===== src/rtl/sfe_pkg.sv =====
package sfe_pkg;
  localparam logic [7:0] CMD_WEN_SET = 8'h06;
  localparam logic [7:0] CMD_WEN_CLR = 8'h04;
  localparam logic [7:0] CMD_STAT_RD = 8'h05;
  localparam logic [7:0] CMD_STAT_WR = 8'h01;
  localparam logic [7:0] CMD_ARR_RD  = 8'h03;
  localparam logic [7:0] CMD_ARR_WR  = 8'h02;

  typedef enum logic [2:0] {
    PH_IDLE, PH_CMD, PH_ADDR, PH_STAT_OUT, PH_STAT_IN, PH_DRAIN, PH_LOCK
  } sfe_phase_e;
endpackage


===== src/rtl/sfe_sampler.sv =====
module sfe_sampler (
  input  logic clk,
  input  logic rst_n,
  input  logic sck,
  input  logic cs_n,
  input  logic si,
  input  logic hold_n,
  input  logic wp_n,
  output logic clk_rise,
  output logic clk_fall,
  output logic sel_fall,
  output logic sel_rise,
  output logic sel,
  output logic din,
  output logic guard,
  output logic held
);
  logic sck_q, sck_p, sel_q, sel_p, din_q, pause_q, guard_q, held_q;
  logic held_d;

  always_comb begin
    held_d = held_q;
    if (!sel_q)      held_d = 1'b0;
    else if (!sck_q) held_d = pause_q;
  end

  always_ff @(posedge clk or negedge rst_n) begin
    if (!rst_n) begin
      sck_q   <= 1'b0;
      sck_p   <= 1'b0;
      sel_q   <= 1'b0;
      sel_p   <= 1'b0;
      din_q   <= 1'b0;
      pause_q <= 1'b0;
      guard_q <= 1'b1;
      held_q  <= 1'b0;
    end else begin
      sck_q   <= sck;
      sck_p   <= sck_q;
      sel_q   <= ~cs_n;
      sel_p   <= sel_q;
      din_q   <= si;
      pause_q <= ~hold_n;
      guard_q <= wp_n;
      held_q  <= held_d;
    end
  end

  assign clk_rise = sck_q & ~sck_p;
  assign clk_fall = ~sck_q & sck_p;
  assign sel_fall = sel_q & ~sel_p;
  assign sel_rise = ~sel_q & sel_p;
  assign sel      = sel_q;
  assign din      = din_q;
  assign guard    = guard_q;
  assign held     = held_q;
endmodule


===== src/rtl/sfe_ctrl.sv =====
module sfe_ctrl
  import sfe_pkg::*;
#(
  parameter int ADDR_W   = 16,
  parameter int BUSY_CYC = 400
) (
  input  logic              clk,
  input  logic              rst_n,
  input  logic              clk_rise,
  input  logic              clk_fall,
  input  logic              sel_fall,
  input  logic              sel_rise,
  input  logic              sel,
  input  logic              din,
  input  logic              guard,
  input  logic              held,
  output logic              so,
  output logic              so_oe,
  output logic              arr_strobe,
  output logic              arr_write,
  output logic [ADDR_W-1:0] arr_addr,
  output logic              locked
);
  localparam int ABYTES = ADDR_W / 8;
  localparam int CW     = (ABYTES > 1) ? $clog2(ABYTES) : 1;
  localparam int BW     = $clog2(BUSY_CYC + 1);

  sfe_phase_e        ph_q, ph_d;
  logic [2:0]        bit_q, bit_d, obit_q, obit_d;
  logic [6:0]        sh_q, sh_d;
  logic [CW-1:0]     acnt_q, acnt_d;
  logic [ADDR_W-1:0] addr_q, addr_d;
  logic              isw_q, isw_d, stb_q, stb_d, so_q, so_d, oe_q, oe_d;
  logic [1:0]        wcnt_q, wcnt_d;
  logic              wbit_q, wbit_d, glow_q, glow_d;
  logic              wel_q, wel_d, gen_q, gen_d;
  logic [BW-1:0]     busy_q, busy_d;
  logic              act_rise, act_fall, byte_done, commit;
  logic [7:0]        rx_byte, status;

  assign act_rise  = clk_rise & sel & ~held;
  assign act_fall  = clk_fall & sel & ~held;
  assign byte_done = act_rise & (bit_q == 3'd7);
  assign rx_byte   = {sh_q, din};
  assign status    = {gen_q, 5'b00000, wel_q, (busy_q != '0)};
  assign commit    = sel_rise & (ph_q == PH_STAT_IN) & (wcnt_q == 2'd1) & wel_q
                   & ~(gen_q & (glow_q | ~guard));

  always_comb begin
    ph_d   = ph_q;   bit_d  = bit_q;  obit_d = obit_q; sh_d   = sh_q;
    acnt_d = acnt_q; addr_d = addr_q; isw_d  = isw_q;  stb_d  = 1'b0;
    so_d   = so_q;   wcnt_d = wcnt_q; wbit_d = wbit_q; glow_d = glow_q;
    wel_d  = wel_q;  gen_d  = gen_q;  busy_d = busy_q;
    if (sel_fall) begin
      ph_d   = PH_CMD;
      bit_d  = 3'd0;
      obit_d = 3'd0;
      wcnt_d = 2'd0;
      acnt_d = '0;
      glow_d = ~guard;
    end else begin
      if (sel && !guard) glow_d = 1'b1;
      if (act_rise && ph_q != PH_IDLE && ph_q != PH_LOCK) begin
        sh_d  = rx_byte[6:0];
        bit_d = bit_q + 3'd1;
      end
      if (byte_done) begin
        unique case (ph_q)
          PH_CMD: begin
            ph_d = PH_DRAIN;
            case (rx_byte)
              CMD_WEN_SET: wel_d = 1'b1;
              CMD_WEN_CLR: wel_d = 1'b0;
              CMD_STAT_RD: begin ph_d = PH_STAT_OUT; obit_d = 3'd0; end
              CMD_STAT_WR: ph_d = PH_STAT_IN;
              CMD_ARR_RD, CMD_ARR_WR: begin
                ph_d   = PH_ADDR;
                isw_d  = (rx_byte == CMD_ARR_WR);
                acnt_d = '0;
              end
              default: ph_d = PH_LOCK;
            endcase
          end
          PH_ADDR: begin
            addr_d = ADDR_W'({addr_q, rx_byte});
            if (acnt_q == CW'(ABYTES - 1)) begin
              stb_d = 1'b1;
              ph_d  = PH_DRAIN;
            end else begin
              acnt_d = acnt_q + 1'b1;
            end
          end
          PH_STAT_IN: begin
            if (wcnt_q == 2'd0) begin
              wbit_d = rx_byte[7];
              wcnt_d = 2'd1;
            end else begin
              wcnt_d = 2'd2;
            end
          end
          default: ;
        endcase
      end
      if (act_fall && ph_q == PH_STAT_OUT) begin
        so_d   = status[~obit_q];
        obit_d = obit_q + 3'd1;
      end
      if (sel_rise) ph_d = PH_IDLE;
    end
    if (commit) begin
      gen_d  = wbit_q;
      wel_d  = 1'b0;
      busy_d = BW'(BUSY_CYC);
    end else if (busy_q != '0) begin
      busy_d = busy_q - 1'b1;
    end
    oe_d = sel & ~held & (ph_q == PH_STAT_OUT);
  end

  always_ff @(posedge clk or negedge rst_n) begin
    if (!rst_n) begin
      ph_q   <= PH_IDLE; bit_q  <= '0;   obit_q <= '0;   sh_q   <= '0;
      acnt_q <= '0;      addr_q <= '0;   isw_q  <= 1'b0; stb_q  <= 1'b0;
      so_q   <= 1'b0;    oe_q   <= 1'b0; wcnt_q <= '0;   wbit_q <= 1'b0;
      glow_q <= 1'b0;    wel_q  <= 1'b0; gen_q  <= 1'b0; busy_q <= '0;
    end else begin
      ph_q   <= ph_d;    bit_q  <= bit_d;  obit_q <= obit_d; sh_q   <= sh_d;
      acnt_q <= acnt_d;  addr_q <= addr_d; isw_q  <= isw_d;  stb_q  <= stb_d;
      so_q   <= so_d;    oe_q   <= oe_d;   wcnt_q <= wcnt_d; wbit_q <= wbit_d;
      glow_q <= glow_d;  wel_q  <= wel_d;  gen_q  <= gen_d;  busy_q <= busy_d;
    end
  end

  assign so         = so_q;
  assign so_oe      = oe_q;
  assign arr_strobe = stb_q;
  assign arr_write  = isw_q;
  assign arr_addr   = addr_q;
  assign locked     = (ph_q == PH_LOCK);
endmodule


===== src/rtl/sfe_spi_front.sv =====
module sfe_spi_front #(
  parameter int ADDR_W   = 16,
  parameter int BUSY_CYC = 400
) (
  input  logic              clk,
  input  logic              rst_n,
  input  logic              sck,
  input  logic              cs_n,
  input  logic              si,
  input  logic              hold_n,
  input  logic              wp_n,
  output logic              so,
  output logic              so_oe,
  output logic              arr_strobe,
  output logic              arr_write,
  output logic [ADDR_W-1:0] arr_addr
);
  logic rst_m, rst_s;
  logic clk_rise, clk_fall, sel_fall, sel_rise, sel, din, guard, held, locked;

  always_ff @(posedge clk or negedge rst_n) begin
    if (!rst_n) begin
      rst_m <= 1'b0;
      rst_s <= 1'b0;
    end else begin
      rst_m <= 1'b1;
      rst_s <= rst_m;
    end
  end

  sfe_sampler u_smp (
    .clk(clk), .rst_n(rst_s), .sck(sck), .cs_n(cs_n), .si(si),
    .hold_n(hold_n), .wp_n(wp_n), .clk_rise(clk_rise), .clk_fall(clk_fall),
    .sel_fall(sel_fall), .sel_rise(sel_rise), .sel(sel), .din(din),
    .guard(guard), .held(held)
  );

  sfe_ctrl #(.ADDR_W(ADDR_W), .BUSY_CYC(BUSY_CYC)) u_ctl (
    .clk(clk), .rst_n(rst_s), .clk_rise(clk_rise), .clk_fall(clk_fall),
    .sel_fall(sel_fall), .sel_rise(sel_rise), .sel(sel), .din(din),
    .guard(guard), .held(held), .so(so), .so_oe(so_oe),
    .arr_strobe(arr_strobe), .arr_write(arr_write), .arr_addr(arr_addr),
    .locked(locked)
  );
endmodule


===== config.mk =====
export PLATFORM = sky130hd
export DESIGN_NAME = sfe_spi_front
export DESIGN_NICKNAME = d
export VERILOG_FILES = /design/src/rtl/sfe_pkg.sv /design/src/rtl/sfe_sampler.sv /design/src/rtl/sfe_ctrl.sv /design/src/rtl/sfe_spi_front.sv
export SDC_FILE = /design/constraint.sdc
export NUM_CORES = 1
export LEC_CHECK = 0
export BUFFER_PORTS_ARGS = -buffer_cell sky130_fd_sc_hd__buf_2
export CORE_MARGIN = 10
export CORE_UTILIZATION = 50
export DETAILED_ROUTE_END_ITERATION = 8
export PLACE_DENSITY = 0.67
export SLEW_MARGIN = 20
export SYNTH_ARGS = -nofsm -noshare
export SYNTH_HDL_FRONTEND = slang
export SYNTH_HIERARCHICAL = 1
export SYNTH_SLANG_ARGS = --single-unit

===== constraint.sdc =====
create_clock -name clk -period 3.2 [get_ports clk]
set_input_delay 0 -clock clk [delete_from_list [all_inputs] [get_ports clk]]
set_output_delay 0 -clock clk [all_outputs]
set_load 0.02 [all_outputs]

==> results by stage, run 1 <==
Clocking:
- The clock transition at the registers of the reported paths is approximately 0.070 ns.
- The quantity of gates resized following cts is 0.
- The total clock buffers created by CTS is 9.
- The TritonCTS sink count is between 60 and 70.
- The H-tree depth is 3.
- TritonCTS built the clock tree.
- The clock root buffer is sky130_fd_sc_hd__clkbuf_8.
- The number of setup buffers added after CTS is 0.
- In this run the deepest clock path goes through 2 buffers.
- The clock insertion delay at the later pin of the skew report is approximately 0.33 ns.

Yosys:
- The synthesized area per cell is about 12 sq um.
- The number of instances in the synthesized netlist is between 200 and 250.
- The Yosys warning count is 6.
- The synthesized netlist net count is ~240.
- After synthesis the cells add up to about 2700 sq um.

Power and ir drop:
- The total power density per cell area is 553.4 nW/um^2.
- The net switching fraction of the power is between 20 and 25%.
- IR analysis of the VDD net gives a maximum drop of 348.6 uV.
- The switching component of the power is between 0.0003 and 0.0004 W.
- The power share of the combinational group is about 5.8%.
- Internal power comes to 0.001387 W.
- In this run the static leakage power is roughly 1.6 nW.
- Total power for the finished layout comes to about 0.0018 W.
- The clock share of power is 45.7%.
- Of the total power, registers draw between 40% and 50%.

Global route:
- The number of antenna violations at the first check in global routing is 0.
- The number of global-route vias before repair is around 1,800.
- The first-pass GRT wire length is between 8 and 9 mm.
- The total routing resource utilization after global routing is about 12%.
- The pin count of the biggest net entering global routing is 40.
- The aggregate global routing overflow is 0.

Place:
- The routability-driven placement congestion ratio is ~0.86.
- Input and output buffers added on the ports amount to 26.
- The number of cells in the design after placement is 326.
- Summed over all nets, the half-perimeter wirelength after detailed placement is around 3.4 mm.

Timing:
- The maximum frequency from static timing analysis is 0.4376 GHz.
- The count of final max-slew check failures is 0.
- For the finished layout, the period the worst path requires is about 2.3 ns.
- The transition at the pin with the smallest max-transition slack is around 0.81 ns.
- The final count of negative-setup-slack endpoints is 0.
- For the final routed database, the setup TNS stands at 0 ns.
- Setup repair after global routing left no endpoint under its margin.
- The worst relative slew slack is between 40% and 50%.
- Between clock sinks in the finished design, the worst skew comes to roughly 0.0096 ns.
- The worst path uses between 70 and 80% of the clock period.
- The final hold violation count is 0.

Floorplan:
- The top-level I/O count is 27.
- The starting utilization of the core area is between 50% and 60%.
- After floorplanning, the core was divided into 26 placement rows.
- The floorplan step defined a die boundary enclosing around 8700 sq um.
- Measured along the y axis, the die boundary spans just over 90 um.
- The placeable core region is about 5200 sq um.
- The width of the chip is between 90 and 100 um.

Worst setup path:
- The length in cells of the worst reg-to-reg path is 4.
- The data arrival time at the worst-slack endpoint is 2.54 ns.
- In this run the critical register-to-register path is captured at u_ctl/wel_q.
- The highest fanout seen on the critical path is 7.
- In this run the worst setup path begins at u_ctl/sh_q[4].
- The internal reg-to-reg setup slack is a little over 0.9 ns.
- For the worst setup path, the data required time is ~3.5 ns.
- The worst setup path is launched from a register.
- The start of the worst register-to-register path is u_ctl/sh_q[4].
- The endpoint type of the worst setup path is a register.
- The cell that appears most often on the critical path is sky130_fd_sc_hd__or4_1.
- Following the worst setup path forward leads to its endpoint at u_ctl/wel_q.
- On the critical path, the stage with the largest delay is an instance of sky130_fd_sc_hd__or4_1.
- The worst setup path category is reg2reg.
- The signal on the critical path passes through or4_1, or4_1, or4_1, a21oi_1.
- The longest individual stage delay on the worst path is around 0.6 ns.

Finish:
- Of the cells placed in the final design, the portion with a size suffix greater than 1 is 26.16%.
- Summing all multi-input logic gate instances after layout gives ~1100 sq um.
- The number of cells in the finished layout apart from fillers is between 300 and 400.
- Once layout is complete, the utilization of the core stands at between 60% and 70%.
- The layout net count is roughly 290.
- The relative area change from synthesis to final layout is 19.79%.
- The filler cells instantiated in the layout total between 400 and 500.
- Summing all flip-flop and latch instances after layout gives around 1600 sq um.
- The total inserted antenna cells is 0.

Routing:
- The via density per instance is ~5.2.
- The remaining number of nets flagged by the antenna check after routing is 0.
- The total length of routed wires is between 4 and 5 mm.
- The average wire length per cell after detail routing is around 14 um.
- For this run, design rule violations remaining after detail routing come to 0.
- Detailed routing inserted a total of roughly 1,800 vias.
- After the first detailed-routing iteration, the DRC count stood at ~120.
- The first TritonRoute pass finished after 4 iterations.

Job:
- Across the run, the number of max-cap violations was 0.

Worst hold path:
- The min-delay analysis places its worst path in the category in2reg.

Run status:
- The run finished with clean final reports.
worst max-delay path: cells and delay by family, from the launching register on:
kind | cells | cell delay (ns)
AOI/OAI and AO/OA | 1 | 0.15
DFF | 1 | 0.40
and+or+nand+nor | 3 | 1.66
per-layer routing:
metal  global-route usage (%)  vias to the layer above  routed length, um
li1                         -                      903                  -
met1                    15.27                      894               2393
met2                    18.68                       25               2260
met3                    3.757                        6                175
met4                    7.326                        0                 60
met5                        0                        -                  0
power groups by stage:
| stage | clock network [W] | registers (W) | logic [W] |
|---|---|---|---|
| final | 0.000814 | 0.000864 | 0.000103 |
| after global routing | 0.000874 | 0.000872 | 0.000118 |
| after CTS | 0.000833 | 0.000865 | 0.000105 |
| after detailed placement | 0 | 0.000880 | 0.0000979 |
| after global placement | 0 | 0.000878 | 0.0000960 |
| after floorplan | 0 | 0.000865 | 0.0000776 |
cell type report:
class,count,area share (%)
Inverter,11,1.283
Timing Repair Buffer,37,7.151
Sequential cell,62,48.27
Clock inverter,6,3.420
Clock buffer,10,3.964
Multi-Input combinational cell,153,33.19
Tap cell,70,2.721
state kept, by name, indices dropped and copies added, names as in the netlist, 2 cells and up:
name / count
u_ctl/arr_addr: 16
u_ctl/busy_q: 9
u_ctl/sh_q: 7
u_ctl/bit_q: 3
u_ctl/obit_q: 3
u_ctl/ph_q: 3
u_ctl/wcnt_q: 2
metrics by stage:
stage / area (sq um) / hold slack [ns] / worst slack, ns
after floorplan: 2688 / -0.2956 / 1.035
after global placement: 2912 / -0.2138 / 0.9726
after detailed placement: 2912 / -0.2127 / 0.9418
after CTS: 3219 / 0.2917 / 0.9227
after global routing: 3219 / 0.2984 / 0.7697
final: 3219 / 0.3093 / 0.9150
layout by cell type (no fill, tap or decap), drive strengths merged, types with 3 or more instances in the layout:
cell         count
clkbuf          10
nand2b           5
a31oi            5
a21oi            8
buf             30
nor2            24
inv             11
nand3            5
bufinv           3
or4              3
ha               4
a211oi           3
mux2i            5
mux2            25
dlygate4sd3      7
nand2            9
o21ai            8
nor2b            9
and3             3
o31ai            4
dfrtp           61
nor3             3
worst min path at each step:
stage / startpoint / to / slack [ns] / depth (start not counted)
2_1_floorplan: rst_n / rst_m / -0.30 / 0
3_3_place_gp: rst_n / rst_m / -0.21 / 1
3_5_place_dp: rst_n / rst_m / -0.21 / 1
4_1_cts: sck / u_smp/sck_q / 0.29 / 2
5_1_grt: wp_n / u_smp/guard / 0.30 / 2
6_report: wp_n / u_smp/guard / 0.31 / 2
timing repair:
| item | 4_1_cts | 5_1_grt |
|---|---|---|
| endpoints found under the hold margin | 7 | 0 |
| hold buffers | 7 | 0 |
| endpoints found under the setup margin | 0 | 0 |
Power figures use the tool's default switching activity.
==> run 2, diff against run 1 <==
ABC_AREA = 1   (was default)
clock period = 2.13 ns   (was 3.2 ns; I/O delays follow)
==> results by stage, run 2 <==
Routing:
- The final routed DRC violation total is 0 (unchanged).
- The total length of routed wires is 5.854 mm (was 4.889 mm).
- The total routed wire length on the met1 layer is 2.765 mm (was 2.393 mm).
- The count of TritonRoute iterations in the first routing pass is 4 (unchanged).
- The routed via count is 2,238 (was 1,828).
- The detailed-routed wire length on met2 is 2.819 mm (was 2.260 mm).
- The length of routed met3 wiring is 219 um (was 175 um).
- The via density per instance is 5.018 (was 5.238).
- The number of DRC violations after detailed-routing iteration 0 is 121 (was 115).
- The average wire length per cell after detail routing is 13.13 um (was 14.01 um).
- The remaining number of nets flagged by the antenna check after routing is 0 (unchanged).
- The topmost layer with routed signal wires is met4 (unchanged).

Worst setup path:
- The endpoint type of the worst setup path was a register (unchanged).
- The highest fanout seen on the critical path is 26 (was 7).
- The data arrival time at the worst-slack endpoint is 2.01 ns (was 2.54 ns).
- The critical path startpoint category is a register (unchanged).
- The start of the worst register-to-register path is u_ctl/bit_q[0] (was u_ctl/sh_q[4]).
- The internal reg-to-reg setup slack is 0.32 ns (was 0.91 ns).
- The worst setup path category is reg2reg (unchanged).
- The cell family contributing the most delay on the critical path is simple AND/OR/NAND/NOR gates (unchanged).
- The worst path required time came to 2.33 ns (was 3.45 ns).
- Cells traversed along the worst timing path: ha_1, ha_1, inv_1, nor2_4, nand2_2, nand2_1, o21ai_2 (was or4_1, or4_1, or4_1, a21oi_1).
- The cell occurring most often along the worst timing path is sky130_fd_sc_hd__ha_1 (was sky130_fd_sc_hd__or4_1).
- The length in cells of the worst reg-to-reg path is 7 (was 4).
- The longest individual stage delay on the worst path was 0.39 ns (was 0.60 ns).
- The terminus of the critical flop-to-flop path was u_ctl/arr_addr[5] (was u_ctl/wel_q).
- The number of buffer and inverter instances along the worst setup path came to 1 (was 0).
- The standard cell with the maximum stage delay on the critical path is sky130_fd_sc_hd__dfrtp_1 (was sky130_fd_sc_hd__or4_1).

Timing:
- The final hold violation count is 0 (unchanged).
- The setup TNS is 0 ns (unchanged).
- The transition at the pin with the smallest max-transition slack is 0.6006 ns (was 0.8138 ns).
- The worst relative slew slack is 59.96% (was 45.75%).
- The maximum frequency from static timing analysis was 0.5531 GHz (was 0.4376 GHz).
- The worst clock skew is 0.009359 ns (was 0.009611 ns).
- The worst hold-check slack is 0.2744 ns (was 0.3093 ns).
- The final worst-path cycle share is 84.88% (was 71.41%).
- The final count of negative-setup-slack endpoints was 0 (unchanged).
- The clock period minus worst slack is 1.808 ns (was 2.285 ns).
- The count of final max-slew check failures was 0 (unchanged).
- RSZ-0062 raised after global routing: no (unchanged).

Floorplan:
- The top-level I/O count is 27 (unchanged).
- The placeable core region came to 5540 sq um (was 5172 sq um).
- The die span in y is 95.98 um (was 93.32 um).
- The width of the chip is 95.98 um (was 93.32 um).
- The number of rows created at floorplan was 27 (was 26).
- The starting utilization of the core area came to 52.10% (was 51.96%).
- The area of the die came to 9212 sq um (was 8708 sq um).

Global route:
- The aggregate global routing overflow came to 0 (unchanged).
- The total routing resource utilization after global routing is 14.25% (was 12.37%).
- The number of global-route vias before repair is 2,241 (was 1,837).
- The first-pass GRT wire length is 10.46 mm (was 8.625 mm).
- The number of antenna violations at the first check in global routing is 0 (unchanged).
- The pin count of the biggest net entering global routing is 36 (was 40).

Finish:
- The total inserted antenna cells is 0 (unchanged).
- The share of cells above drive strength 1 is 18.18% (was 26.16%).
- Commonest non-fill, non-tap cells in the layout: 85 x sky130_fd_sc_hd__nand2_1, 60 x sky130_fd_sc_hd__dfrtp_1, 39 x sky130_fd_sc_hd__inv_1, 37 x sky130_fd_sc_hd__nand3_1, 32 x sky130_fd_sc_hd__nor2_1 (was 60 x sky130_fd_sc_hd__dfrtp_1, 26 x sky130_fd_sc_hd__buf_2, 25 x sky130_fd_sc_hd__mux2_2, 24 x sky130_fd_sc_hd__nor2_1, 11 x sky130_fd_sc_hd__inv_1).
- The number of flip-flops in the largest register is 16 (unchanged).
- The number of filler instances in the final layout is 522 (was 419).
- The area taken by flip-flops and latches is 1554 sq um (unchanged).
- The post-route cell area came to 3296 sq um (was 3219 sq um).
- The leading cell type in the layout, fill and taps excluded is sky130_fd_sc_hd__nand2_1 (was sky130_fd_sc_hd__dfrtp_1).
- The relative area change from synthesis to final layout is 14.17% (was 19.79%).
- The number of cells in the finished layout apart from fillers is 446 (was 349).
- The combined area of the multi-input logic cells is 1107 sq um (was 1069 sq um).
- The layout net count is 380 (was 285).

Clocking:
- The clock tree from TritonCTS is built (unchanged).
- The number of setup buffers added after CTS is 0 (unchanged).
- The clock transition at the registers of the reported paths is 0.07 ns (about the same).
- The clock root buffer is sky130_fd_sc_hd__clkbuf_8 (unchanged).
- The number of hold buffers added after CTS was 7 (unchanged).
- The clock insertion delay at the later pin of the skew report is 0.33 ns (about the same).
- The H-tree depth came to 3 (unchanged).
- The clock tree buffer depth is 2 (unchanged).
- The TritonCTS sink count is 62 (unchanged).
- The total clock buffers created by CTS came to 9 (unchanged).
- The quantity of gates resized following cts is 0 (unchanged).

Yosys:
- The Yosys warning count came to 6 (unchanged).
- The number of instances in the synthesized netlist is 330 (was 232).
- The synthesized area per cell is 8.747 sq um (was 11.58 sq um).
- The synthesized netlist net count is 341 (was 243).
- The post-synthesis cell area is 2887 sq um (was 2688 sq um).

Job:
- The number of violations of the max-capacitance limit is 0 (unchanged).

Power and ir drop:
- The leakage power was 1.746 nW (was 1.610 nW).
- The peak supply drop came to 503.2 uV (was 348.6 uV).
- The overall power of the completed layout is 0.002694 W (was 0.001782 W).
- The total power density per cell area came to 817.3 nW/um^2 (was 553.4 nW/um^2).

Worst hold path:
- The worst hold-check path type is reg2async (was in2reg).

Place:
- The area after detailed placement came to 3063 sq um (was 2912 sq um).
- The number of cells in the design after placement is 423 (was 326).
- The HPWL reported at the end of detailed placement is 4.279 mm (was 3.377 mm).
- The routability-driven placement congestion ratio is 0.8151 (was 0.8602).
- The port buffer count came to 26 (unchanged).

Run status:
- Result of the run: completed (unchanged).
run 2: worst max path at each step:
stage	from	cells after the start	endpoint	slack [ns]
floorplan	rst_s	0	u_ctl/acnt_q	0.28
global placement	u_ctl/bit_q[0]	7	u_ctl/arr_addr[5]	0.42
detailed placement	u_ctl/bit_q[0]	7	u_ctl/arr_addr[5]	0.34
CTS	u_ctl/bit_q[0]	7	u_ctl/arr_addr[5]	0.32
global route	u_smp/sel	6	u_ctl/arr_addr[2]	0.11
finish	u_ctl/bit_q[0]	7	u_ctl/arr_addr[5]	0.32
run 2: metal layers:
metal  vias up  global-route usage (%)
met5         -                       0
li1       1130                       -
met4         0                   4.791
met2        43                   22.25
met3         6                   3.969
met1      1059                   18.63
run 2: layout make-up:
class	instances	area share, %
clock buffer	14	4.632
clock inverter	2	0.3037
tap	72	2.733
timing repair buffer	35	6.910
multi-input combinational	220	33.60
inverter	41	4.670
sequential	62	47.15
run 2: stage by stage:
step / util (%) / setup WS, ns
floorplan: - / 0.2776
global placement: 55.28 / 0.4174
detailed placement: 55.28 / 0.3374
CTS: 59.49 / 0.3212
global route: 59.49 / 0.1084
finish: 59.49 / 0.3221
run 2: power by group:
| group | switching, W | internal (W) |
|---|---|---|
| Sequential | 0.0000918 | 0.00127 |
| Clock | 0.000424 | 0.000452 |
| Combinational | 0.000302 | 0.000154 |
